### src/rtl/sacc_pkg.sv
package sacc_pkg;

    typedef enum logic [1:0] {
        PH_IDLE = 2'd0,
        PH_RUN  = 2'd1,
        PH_DONE = 2'd2
    } phase_e;

    // returns {carry, sum} of a one-bit full addition
    function automatic logic [1:0] full_add(input logic x, input logic y, input logic cin);
        logic s;
        logic c;
        s = x ^ y ^ cin;
        c = (x & y) | (x & cin) | (y & cin);
        return {c, s};
    endfunction

endpackage

### src/rtl/sacc_ctrl.sv
module sacc_ctrl #(
    parameter int WIDTH = 4
) (
    input  logic clk,
    input  logic rst,
    input  logic ld_aug,
    input  logic ld_add,
    input  logic start,
    output logic shift_en,
    output logic ld_aug_en,
    output logic ld_add_en,
    output logic done
);
    import sacc_pkg::*;

    localparam int CW = (WIDTH > 1) ? $clog2(WIDTH) : 1;
    localparam logic [CW-1:0] LAST = CW'(WIDTH - 1);

    typedef struct packed {
        phase_e          phase;
        logic [CW-1:0]   cnt;
    } ctrl_t;

    ctrl_t st_d, st_q;
    logic  running;
    logic  go;

    assign running   = (st_q.phase == PH_RUN);
    assign ld_aug_en = ld_aug && !running;
    assign ld_add_en = ld_add && !running;
    assign go        = start && !running && !ld_aug && !ld_add;
    assign shift_en  = running;
    assign done      = (st_q.phase == PH_DONE);

    always_comb begin
        st_d = st_q;
        case (st_q.phase)
            PH_IDLE, PH_DONE: begin
                st_d.phase = PH_IDLE;
                if (go) begin
                    st_d.phase = PH_RUN;
                    st_d.cnt   = '0;
                end
            end
            PH_RUN: begin
                if (st_q.cnt == LAST) begin
                    st_d.phase = PH_DONE;
                    st_d.cnt   = '0;
                end else begin
                    st_d.cnt = st_q.cnt + 1'b1;
                end
            end
            default: begin
                st_d.phase = PH_IDLE;
                st_d.cnt   = '0;
            end
        endcase
    end

    always_ff @(posedge clk) begin
        if (rst) begin
            st_q.phase <= PH_IDLE;
            st_q.cnt   <= '0;
        end else begin
            st_q <= st_d;
        end
    end

    // a run proceeds one count per cycle whatever the request inputs do
    assert_run_advances_R8: assert property (@(posedge clk) disable iff (rst)
        (running && st_q.cnt != LAST) |=> (running && st_q.cnt == $past(st_q.cnt) + 1'b1));

    // the last run cycle is followed by the done cycle
    assert_run_ends_done_R3: assert property (@(posedge clk) disable iff (rst)
        (running && st_q.cnt == LAST) |=> done);

    // a start colliding with a load never launches a run
    assert_start_load_clash_R10: assert property (@(posedge clk) disable iff (rst)
        (!running && (ld_aug || ld_add)) |=> !running);

endmodule

### src/rtl/sacc_shreg.sv
module sacc_shreg #(
    parameter int WIDTH = 4
) (
    input  logic             clk,
    input  logic             rst,
    input  logic             load,
    input  logic [WIDTH-1:0] load_val,
    input  logic             shift,
    input  logic             fill,
    output logic [WIDTH-1:0] q
);
    typedef struct packed {
        logic [WIDTH-1:0] data;
    } sreg_t;

    sreg_t st_d, st_q;

    always_comb begin
        st_d = st_q;
        if (load) begin
            st_d.data = load_val;
        end else if (shift) begin
            st_d.data = {fill, st_q.data[WIDTH-1:1]};
        end
    end

    always_ff @(posedge clk) begin
        if (rst) begin
            st_q.data <= '0;
        end else begin
            st_q <= st_d;
        end
    end

    assign q = st_q.data;

    // without load or shift the contents hold
    assert_reg_hold_R9: assert property (@(posedge clk) disable iff (rst)
        (!load && !shift) |=> $stable(q));

    // the filled bit appears at the top after a shift
    assert_top_fill_R4: assert property (@(posedge clk) disable iff (rst)
        (shift && !load) |=> (q[WIDTH-1] == $past(fill)));

endmodule

### src/rtl/sacc_bitadd.sv
module sacc_bitadd (
    input  logic clk,
    input  logic rst,
    input  logic clr,
    input  logic en,
    input  logic a_bit,
    input  logic b_bit,
    output logic sum_bit,
    output logic carry
);
    import sacc_pkg::*;

    typedef struct packed {
        logic c;
    } cy_t;

    cy_t        st_d, st_q;
    logic [1:0] fa;

    assign fa      = full_add(a_bit, b_bit, st_q.c);
    assign sum_bit = fa[0];

    always_comb begin
        st_d = st_q;
        if (clr) begin
            st_d.c = 1'b0;
        end else if (en) begin
            st_d.c = fa[1];
        end
    end

    always_ff @(posedge clk) begin
        if (rst) begin
            st_q.c <= 1'b0;
        end else begin
            st_q <= st_d;
        end
    end

    assign carry = st_q.c;

    assert_carry_clear_R2: assert property (@(posedge clk) disable iff (rst)
        clr |=> !carry);

    assert_carry_hold_R6: assert property (@(posedge clk) disable iff (rst)
        (!clr && !en) |=> $stable(carry));

endmodule

### src/rtl/serial_accum_adder.sv
module serial_accum_adder #(
    parameter int WIDTH = 4
) (
    input  logic             clk,
    input  logic             rst,
    input  logic             ld_aug,
    input  logic [WIDTH-1:0] aug_in,
    input  logic             ld_add,
    input  logic [WIDTH-1:0] add_in,
    input  logic             start,
    output logic             done,
    output logic [WIDTH-1:0] sum,
    output logic             carry_out
);
    logic             shift_en;
    logic             ld_aug_en;
    logic             ld_add_en;
    logic             sbit;
    logic [WIDTH-1:0] aug_q;
    logic [WIDTH-1:0] add_q;

    sacc_ctrl #(.WIDTH(WIDTH)) u_ctrl (
        .clk       (clk),
        .rst       (rst),
        .ld_aug    (ld_aug),
        .ld_add    (ld_add),
        .start     (start),
        .shift_en  (shift_en),
        .ld_aug_en (ld_aug_en),
        .ld_add_en (ld_add_en),
        .done      (done)
    );

    // augend register: takes the sum bit at its top during a run
    sacc_shreg #(.WIDTH(WIDTH)) u_aug (
        .clk      (clk),
        .rst      (rst),
        .load     (ld_aug_en),
        .load_val (aug_in),
        .shift    (shift_en),
        .fill     (sbit),
        .q        (aug_q)
    );

    // addend register: drains to zero during a run
    sacc_shreg #(.WIDTH(WIDTH)) u_add (
        .clk      (clk),
        .rst      (rst),
        .load     (ld_add_en),
        .load_val (add_in),
        .shift    (shift_en),
        .fill     (1'b0),
        .q        (add_q)
    );

    sacc_bitadd u_fa (
        .clk     (clk),
        .rst     (rst),
        .clr     (ld_aug_en),
        .en      (shift_en),
        .a_bit   (aug_q[0]),
        .b_bit   (add_q[0]),
        .sum_bit (sbit),
        .carry   (carry_out)
    );

    assign sum = aug_q;

    assert_done_single_R3: assert property (@(posedge clk) disable iff (rst)
        done |=> !done);

    assert_addend_drained_R7: assert property (@(posedge clk) disable iff (rst)
        $rose(done) |-> (add_q == '0));

    assert_idle_hold_R9: assert property (@(posedge clk) disable iff (rst)
        (done && !ld_aug && !ld_add && !start) |=> ($stable(sum) && $stable(carry_out)));

endmodule

### config.mk
export PLATFORM = sky130hd
export DESIGN_NAME = serial_accum_adder
export DESIGN_NICKNAME = d
export VERILOG_FILES = /design/src/rtl/sacc_pkg.sv /design/src/rtl/sacc_ctrl.sv /design/src/rtl/sacc_shreg.sv /design/src/rtl/sacc_bitadd.sv /design/src/rtl/serial_accum_adder.sv
export SDC_FILE = /design/constraint.sdc
export NUM_CORES = 1
export LEC_CHECK = 0
export CAP_MARGIN = 20
export CORE_UTILIZATION = 45
export CTS_BUF_LIST = sky130_fd_sc_hd__clkbuf_16
export CTS_CLUSTER_DIAMETER = 50
export DETAILED_ROUTE_END_ITERATION = 8
export DONT_BUFFER_PORTS = 1
export GPL_TIMING_DRIVEN = 0
export PLACE_DENSITY = 0.65
export SETUP_SLACK_MARGIN = 0.2
export SLEW_MARGIN = 10
export SYNTH_ARGS = -nofsm -noshare
export SYNTH_HDL_FRONTEND = slang
export SYNTH_HIERARCHICAL = 1
export SYNTH_SLANG_ARGS = --single-unit
### constraint.sdc
create_clock -name clk -period 1.8 [get_ports clk]
set_clock_uncertainty 0.2 [all_clocks]
set_input_delay 0.09 -clock clk [delete_from_list [all_inputs] [get_ports clk]]
set_output_delay 0.09 -clock clk [all_outputs]
set_load 0.005 [all_outputs]
## After elaboration in Yosys (flattened, before gate mapping)

Index checks and enable logic that the tools add are counted.

- Register bits: 13
- Bits of input ports: 13
- Output and inout port bits: 6
- Word-level logic and storage cells: 39

- Add/sub/neg operators: 1
- Eq/ne operators: 5
- Muxes and demuxes: 8
- Bitwise logic cells: 7
- Reduce and logical (&&, ||, !) cells: 13

Operators by type and width:

| cell | number |
|---|---|
| $mux W4 | 4 |
| $pmux W4 S2 | 1 |
| $logic_and A1 B1 Y1 | 5 |
| $eq A2 B2 Y1 const B | 2 |
| $mux W2 | 2 |
| $reduce_bool A2 Y1 | 2 |
| $reduce_or A2 Y1 | 2 |
| $and A1 B1 Y1 | 3 |
| $logic_not A1 Y1 | 3 |
| $mux W3 | 1 |
| $add A2 B1 Y2 const B | 1 |
| $eq A2 B1 Y1 const B | 1 |
| $logic_not A2 Y1 | 1 |
| $ne A2 B1 Y1 const B | 1 |
| $ne A2 B2 Y1 const B | 1 |
| $or A1 B1 Y1 | 2 |
| $xor A1 B1 Y1 | 2 |

## Logic depth before layout (Yosys ltp)

Gate-level depths: netlist (run 1).

- Word-level depth: 7
- Mapped depth: 5

## Cells and area by module

Netlist (run 1), hierarchy kept.

By module, submodules not included:

| module | times used | cells each | area each (um^2) | sequential area each (um^2) |
|---|---|---|---|---|
| sacc_shreg | 2 | 18 | 190.2 | 80.1 |
| sacc_ctrl | 1 | 21 | 207.7 | 80.1 |
| sacc_bitadd | 1 | 4 | 60.1 | 20.0 |
| serial_accum_adder | 1 | 1 | 3.8 | 0.0 |

## Worst setup path after synthesis (run 1)

No wires, ideal clock.

- Path kind: reg-to-reg
- From: reg u_aug.st_q, in the netlist u_aug/q[0]
- To: reg u_aug.st_q, in the netlist u_aug/q[3]
- Library setup time: 0.086 ns
- Arrival: 1.106 ns
- Path slack: 0.409 ns
- Cell stages (with the launch flop): 4
- Cell sequence: dfxtp_1 -> fa_1 -> mux2i_1 -> a211oi_1

- Longest elaborated chain between the ends: 4

Ends and longest elaborated chain:

| element | line | RTL |
|---|---|---|
| from (decl) | sacc_shreg.sv:16 | `sreg_t st_d, st_q;` |
| from (signal assigned) | sacc_shreg.sv:31 | `st_q <= st_d;` |
| $xor A1 B1 Y1 (2 in a row) | sacc_pkg.sv:13 | `s = x ^ y ^ cin;` |
| net sbit | serial_accum_adder.sv:18 | `logic sbit;` |
| $mux W4 | sacc_shreg.sv:22 | `end else if (shift) begin` |
| $mux W4 | sacc_shreg.sv:20 | `if (load) begin` |

The timed path passes the listed nets, and every way through them passes these cells. The select of a mux whose other input is x is not followed.
A chain may end at the register's enable or synchronous reset.

==> reports/metrics.yaml, run 1 <==
status: "complete, no violations"
wl_met1_microns: 575
antenna_left: 0
ys_ff_latch: 13
r2r_slack_ns: 0.32
place_area_sq_um: 670.6
wire_per_inst_microns: 13.84
layout_commonest_cell: "dfxtp_1"
fin_nets: 94
clk_pin_slew_worst_paths_ns: 0.04
gp_congestion: 0.5602
synth_mux_area_share_pct: 13.82
ff2ff_path_depth: 3
drt_wl_total_mm: 1.287
antenna_found_initial: 0
critPathRequiredTime_ns: 1.74
grt_pass1_vias: 514
rr_endpoint: "u_aug/q[3]$_SDFFE_PP0P_"
start_util_pct: 49.48
switching_share_pct: 20.71
cp-end-kind: "flop"
grt_max_degree: 16
drive_gt1_share_pct: 15.38
fin_area_sq_um: 872.1
tightest_slew_ns: 0.5552
synth.cell_area_sq_um: 651.9
cp.arrival_ns: 1.49
slew_violations: 0
hold_viol: 0
p_sw_mw: 0.1712
io_buffers: 0
drtIter0Drc: 5
holdPathEnd: "u_add/q[3]$_SDFFE_PP0P_"
final_cells: 93
crit_buf_inv: 1
synth-compound-area-share_pct: 12.67
met2WireLength_microns: 638
powerDensity_nw_per_um2: 948.1
cts_sinks: 13
worstSetupPathDepth: 3
cts_setup_buffers: 0
mostFrequentLayoutCells: "dfxtp_1 (13), dlygate4sd3_1 (12), mux2i_1 (9), nor2b_1 (8), a211oi_1 (8)"
slowest_delay_ns: 0.75
final.setup.tns_ns: 0
synth_xor_xnor_area_share_pct: 0
dp.cells: 77
synth_cell_types: 19
h-tree-depth: 1
crit_family: "buffers and inverters"
clockRootBuffer: "clkbuf_16"
diodes: 0
die_area_sq_um: 1605
drcViolationCount: 0
finalSetupViolations: 0
power_mw: 0.8268
synth_nets: 77
post-dp-hpwl_microns: 847.9
dr_wl_met3_microns: 62
firstDrtPassIters: 2
grt_pass1_wl_mm: 2.042
yosys.area_share.adder_pct: 4.990
gr-total-overflow: 0
dr.max_layer_used: "met4"
vias: 517
fin_util_pct: 66.19
cts_made_buffers: 3
r2r-start: "u_aug/q[0]$_SDFFE_PP0P_"
whs_path_depth: 3
postSynthCellCount: 62
p_clk_share_pct: 49.0
synth_seq_area_share_pct: 39.92
cts_tree: "built"
worstPathCellList: "dlygate4sd3_1 -> or3b_2 -> o32ai_1"
start_kind: "input pin"
leakage_nw: 0.3355
p_int_mw: 0.6556
fill_cells: 120
yosysWarnings: 6
maxSlewHeadroom_pct: 62.86
period_share_pct: 85.76
ios: 19
synth-simple-area-share_pct: 22.26
rsz0062_at_grt: "no"
dieHeight_microns: 40.06
worst_path_max_delay_cell: "dlygate4sd3_1"
avgViaCountPerCell: 5.559
syn_to_final_growth_pct: 33.78
path_class: "input pin to flop"
min_period_ns: 1.544
rows: 13
path_max_fanout: 15
die_w_microns: 40.06
clock_latency_ns: 0.24
hold_path_class: "input pin to flop"
min_from: "ld_add"
maxCapViolCount: 0
synth_top_family_by_area: "simple AND/OR/NAND/NOR gates"
grtUsageTotal_pct: 19.40
seq_power_share_pct: 39.2
core-area_sq_um: 1318
irDropWorstVdd_v: 0.0005967
clockBufferDepth: 2
hold_ws_ns: 0.07298
finalWorstSetupSlack_ns: 0.2563
avgSynthCellArea_sq_um: 10.51
fmax_ghz: 0.6478
comb_power_share_pct: 11.8
place_ws_ns: 0.3050
## worst min-delay path, cell delays in order
cell and delay (ns):
and2_1 0.16, inv_1 0.13, a211oi_1 0.08
## repair_timing
action | in CTS | in global routing
endpoints found under the hold margin | 13 | 0
resized for setup | 0 | 1
endpoints found under the setup margin | 0 | 5
hold buffers | 12 | 0
## worst max path at each step
stage	start	endpoint
4_1_cts	u_ctrl/st_q[2]$_SDFFE_PP0P_	u_add/q[0]$_SDFFE_PP0P_
2_1_floorplan	u_aug/q[0]$_SDFFE_PP0P_	u_aug/q[3]$_SDFFE_PP0P_
3_3_place_gp	u_ctrl/st_q[2]$_SDFFE_PP0P_	u_add/q[3]$_SDFFE_PP0P_
3_5_place_dp	u_ctrl/st_q[2]$_SDFFE_PP0P_	u_add/q[0]$_SDFFE_PP0P_
6_report	rst	u_ctrl/st_q[0]$_SDFFE_PP0P_
5_1_grt	rst	u_ctrl/st_q[1]$_SDFFE_PP0P_
## metal layers
layer,up-vias,global-route usage [%]
met5,-,0
met1,249,22.87
met3,2,5.000
met4,0,7.759
li1,253,-
met2,13,33.06
## state kept, by name, indices dropped and copies added, names as in the netlist
register,cells
u_add/q,4
u_aug/q,4
u_ctrl/st_q,4
u_fa/carry,1
## cell usage after synthesis
master | instances | area (sq um)
nor2b_1 | 8 | 50.05
fa_1 | 1 | 20.02
a211oi_1 | 8 | 60.06
nand2b_1 | 1 | 6.260
and2_1 | 2 | 12.51
or4b_1 | 1 | 10.01
nor3b_1 | 2 | 15.01
dfxtp_1 | 13 | 260.3
mux2i_1 | 9 | 90.09
conb_1 | 1 | 3.750
ha_1 | 1 | 12.51
and2b_2 | 1 | 8.760
inv_1 | 4 | 15.01
nor3_2 | 1 | 10.01
or2_2 | 1 | 6.260
o32ai_1 | 2 | 17.52
buf_6 | 2 | 22.52
a21oi_1 | 1 | 5.000
or3b_2 | 3 | 26.28
## area by class of cell
cell class / count / area (sq um) / area share [%]
buffer: 2 / 22.52 / 2.582
clock buffer: 3 / 75.07 / 8.608
tap: 15 / 18.77 / 2.152
multi-input combinational: 43 / 356.6 / 40.89
sequential: 13 / 260.3 / 29.84
clock inverter: 1 / 3.754 / 0.4304
inverter: 4 / 15.01 / 1.722
timing repair buffer: 12 / 120.1 / 13.77
## kinds of logic (layout without fill, tap and decap cells)
logic type	Yosys count	in the layout
compound gates	11	11
fa+ha+maj	2	2
buf+inv	6	22
flops	13	13
mux	9	9
other cells	1	1
simple gates	20	20
## power groups by stage
stage               registers (mW)  logic, mW  clock network (mW)
floorplan                    0.325     0.0595                   0
global placement             0.329     0.0684                   0
detailed placement           0.329     0.0698                   0
CTS                          0.324     0.0969               0.416
global route                 0.327      0.107               0.420
finish                       0.324     0.0975               0.405
(Power assumes the default switching activity.)
==> run 2: changes to the inputs <==
--- a/config.mk
+++ b/config.mk
@@ -12,7 +12,7 @@
 export DETAILED_ROUTE_END_ITERATION = 8
 export DONT_BUFFER_PORTS = 1
 export GPL_TIMING_DRIVEN = 0
-export PLACE_DENSITY = 0.65
+export PLACE_DENSITY = 0.66
 export SETUP_SLACK_MARGIN = 0.2
 export SLEW_MARGIN = 10
 export SYNTH_ARGS = -nofsm -noshare
==> reports/metrics.yaml, run 2 (synthesis gave the netlist of run 1 again) <==
rows: 13  # unchanged
crit_family: "adder cells"
cp-end-kind: "flop"
finalSetupViolations: 0  # unchanged
grtUsageTotal_pct: 18.06  # -1.3 points
ios: 19  # unchanged
critPathRequiredTime_ns: 1.75  # about the same
slowest_delay_ns: 0.55  # -0.20 ns
grt_max_degree: 16  # unchanged
slew_violations: 0  # unchanged
gp_congestion: 0.6035  # +7.7%
maxSlewHeadroom_pct: 64.16  # +1.3 points
cts_tree: "built"
switching_share_pct: 21.70  # +0.99 points
avgViaCountPerCell: 5.505  # -0.97%
core-area_sq_um: 1318  # unchanged
p_sw_mw: 0.1825  # +6.6%
die_area_sq_um: 1605  # unchanged
vias: 512  # -0.97%
rsz0062_at_grt: "no"
clock_latency_ns: 0.24  # about the same
antenna_left: 0  # unchanged
start_util_pct: 49.48  # unchanged
grt_pass1_wl_mm: 1.869  # -8.5%
fmax_ghz: 0.6721  # +3.7%
final.setup.tns_ns: 0  # unchanged
wire_per_inst_microns: 13.05  # -5.7%
irDropWorstVdd_v: 0.0006434  # +7.8%
status: "complete, no violations"
firstDrtPassIters: 4  # +2
comb_power_share_pct: 11.5  # -0.3 points
io_buffers: 0  # unchanged
clockRootBuffer: "clkbuf_16"
hold_viol: 0  # unchanged
cts_setup_buffers: 0  # unchanged
fill_cells: 107  # -11%
hold_path_class: "input pin to flop"
layout_commonest_cell: "dfxtp_1"
p_int_mw: 0.6587  # +0.48%
worstPathCellList: "fa_1 -> mux2i_1 -> a211oi_1"
clk_pin_slew_worst_paths_ns: 0.05  # about the same
period_share_pct: 82.67  # -3.1 points
leakage_nw: 0.3406  # +1.5%
mostFrequentLayoutCells: "dfxtp_1 (13), dlygate4sd3_1 (11), mux2i_1 (9), nor2b_1 (8), a211oi_1 (8)"
seq_power_share_pct: 38.3  # -0.9 points
path_class: "flop to flop"
syn_to_final_growth_pct: 33.97
start_kind: "flop"
drtIter0Drc: 3  # -2
drcViolationCount: 0  # unchanged
cp.arrival_ns: 1.44  # -0.05 ns
gr-total-overflow: 0  # unchanged
die_w_microns: 40.06  # unchanged
cts_sinks: 13  # unchanged
powerDensity_nw_per_um2: 963.3  # +1.6%
cts_made_buffers: 3  # unchanged
diodes: 0  # unchanged
drive_gt1_share_pct: 16.67  # +1.3 points
min_period_ns: 1.488  # -0.05576 ns
multi_input_area_sq_um: 354.1  # -0.70%
path_max_fanout: 3  # -12
seq_area_sq_um: 260.3  # unchanged
h-tree-depth: 1  # unchanged
drt_wl_total_mm: 1.214  # -5.7%
tightest_slew_ns: 0.5376  # -0.01763 ns
maxCapViolCount: 0  # unchanged
dieHeight_microns: 40.06  # unchanged
grt_pass1_vias: 467  # -9.1%
crit_buf_inv: 0  # -1
fin_nets: 94  # unchanged
antenna_found_initial: 0  # unchanged
clockBufferDepth: 2  # unchanged
hold_ws_ns: 0.07384  # +0.0008549 ns
post-dp-hpwl_microns: 865.3  # +2.1%
worst_path_max_delay_cell: "fa_1"
p_clk_share_pct: 50.1  # +1.1 points
run 2: cell types whose count changed in the layout (fill, tap and decap cells not counted):
| cell | change |
|---|---|
| dlygate4sd3_1 | -1 |
| clkinv_2 | +1 |
| dlymetal6s4s_1 | +1 |
| inv_2 | +1 |
| inv_1 | -2 |
| nand2b_1 | +1 |
| nand2b_2 | -1 |
run 2: worst paths after layout:
kind,startpoint,to,slack (ns),depth (start not counted)
max reg2reg,u_aug/q[0]$_SDFFE_PP0P_,u_aug/q[3]$_SDFFE_PP0P_,0.31,3
max,u_aug/q[0]$_SDFFE_PP0P_,u_aug/q[3]$_SDFFE_PP0P_,0.31,3
min reg2reg,u_ctrl/st_q[3]$_SDFFE_PP0P_,u_ctrl/st_q[2]$_SDFFE_PP0P_,0.34,2
min,ld_add,u_add/q[0]$_SDFFE_PP0P_,0.07,3
run 2: metrics by stage:
| stage | total power, mW | instances | setup slack (ns) | instance area (sq um) | utilization [%] |
|---|---|---|---|---|---|
| after floorplan | 0.3844 | 62 | 0.4085 | 651.9 | - |
| after global placement | 0.3962 | 77 | 0.3276 | 670.6 | 50.90 |
| after detailed placement | 0.3985 | 77 | 0.3060 | 670.6 | 50.90 |
| after CTS | 0.8501 | 93 | 0.2940 | 870.8 | 66.10 |
| after global routing | 0.8761 | 93 | 0.2077 | 873.3 | 66.29 |
| final | 0.8412 | 93 | 0.3120 | 873.3 | 66.29 |
run 2: power by group through the flow:
| stage | combinational [mW] | clock, mW | sequential, mW |
|---|---|---|---|
| global route | 0.106 | 0.444 | 0.326 |
| finish | 0.0968 | 0.422 | 0.323 |
| floorplan | 0.0595 | 0 | 0.325 |
| global placement | 0.0680 | 0 | 0.328 |
| CTS | 0.0964 | 0.430 | 0.323 |
| detailed placement | 0.0697 | 0 | 0.329 |
run 2: final cells by class:
type,instances,area share [%]
multi-input combinational,43,40.54
clock inverter,1,0.5731
sequential,13,29.80
inverter,4,1.719
buffer,2,2.579
clock buffer,3,8.596
tap,15,2.149
timing repair buffer,12,14.04
run 2: worst register-to-register path, cell delays in order (launching register included):
cell and delay [ns]:
dfxtp_1 0.34, fa_1 0.55, mux2i_1 0.08, a211oi_1 0.24
run 2: what timing repair did:
item	in CTS	in global routing
resized for setup	0	2
hold endpoints to repair	13	0
hold buffers	12	0
setup endpoints to repair	0	7
run 2: metal layers:
metal | GRT usage [%] | wire length [microns] | share of wire [%]
met1 | 21.28 | 543 | 45
met2 | 27.82 | 594 | 49
met3 | 6.667 | 59 | 4.9
met4 | 10.34 | 17 | 1.4
met5 | 0 | 0 | 0
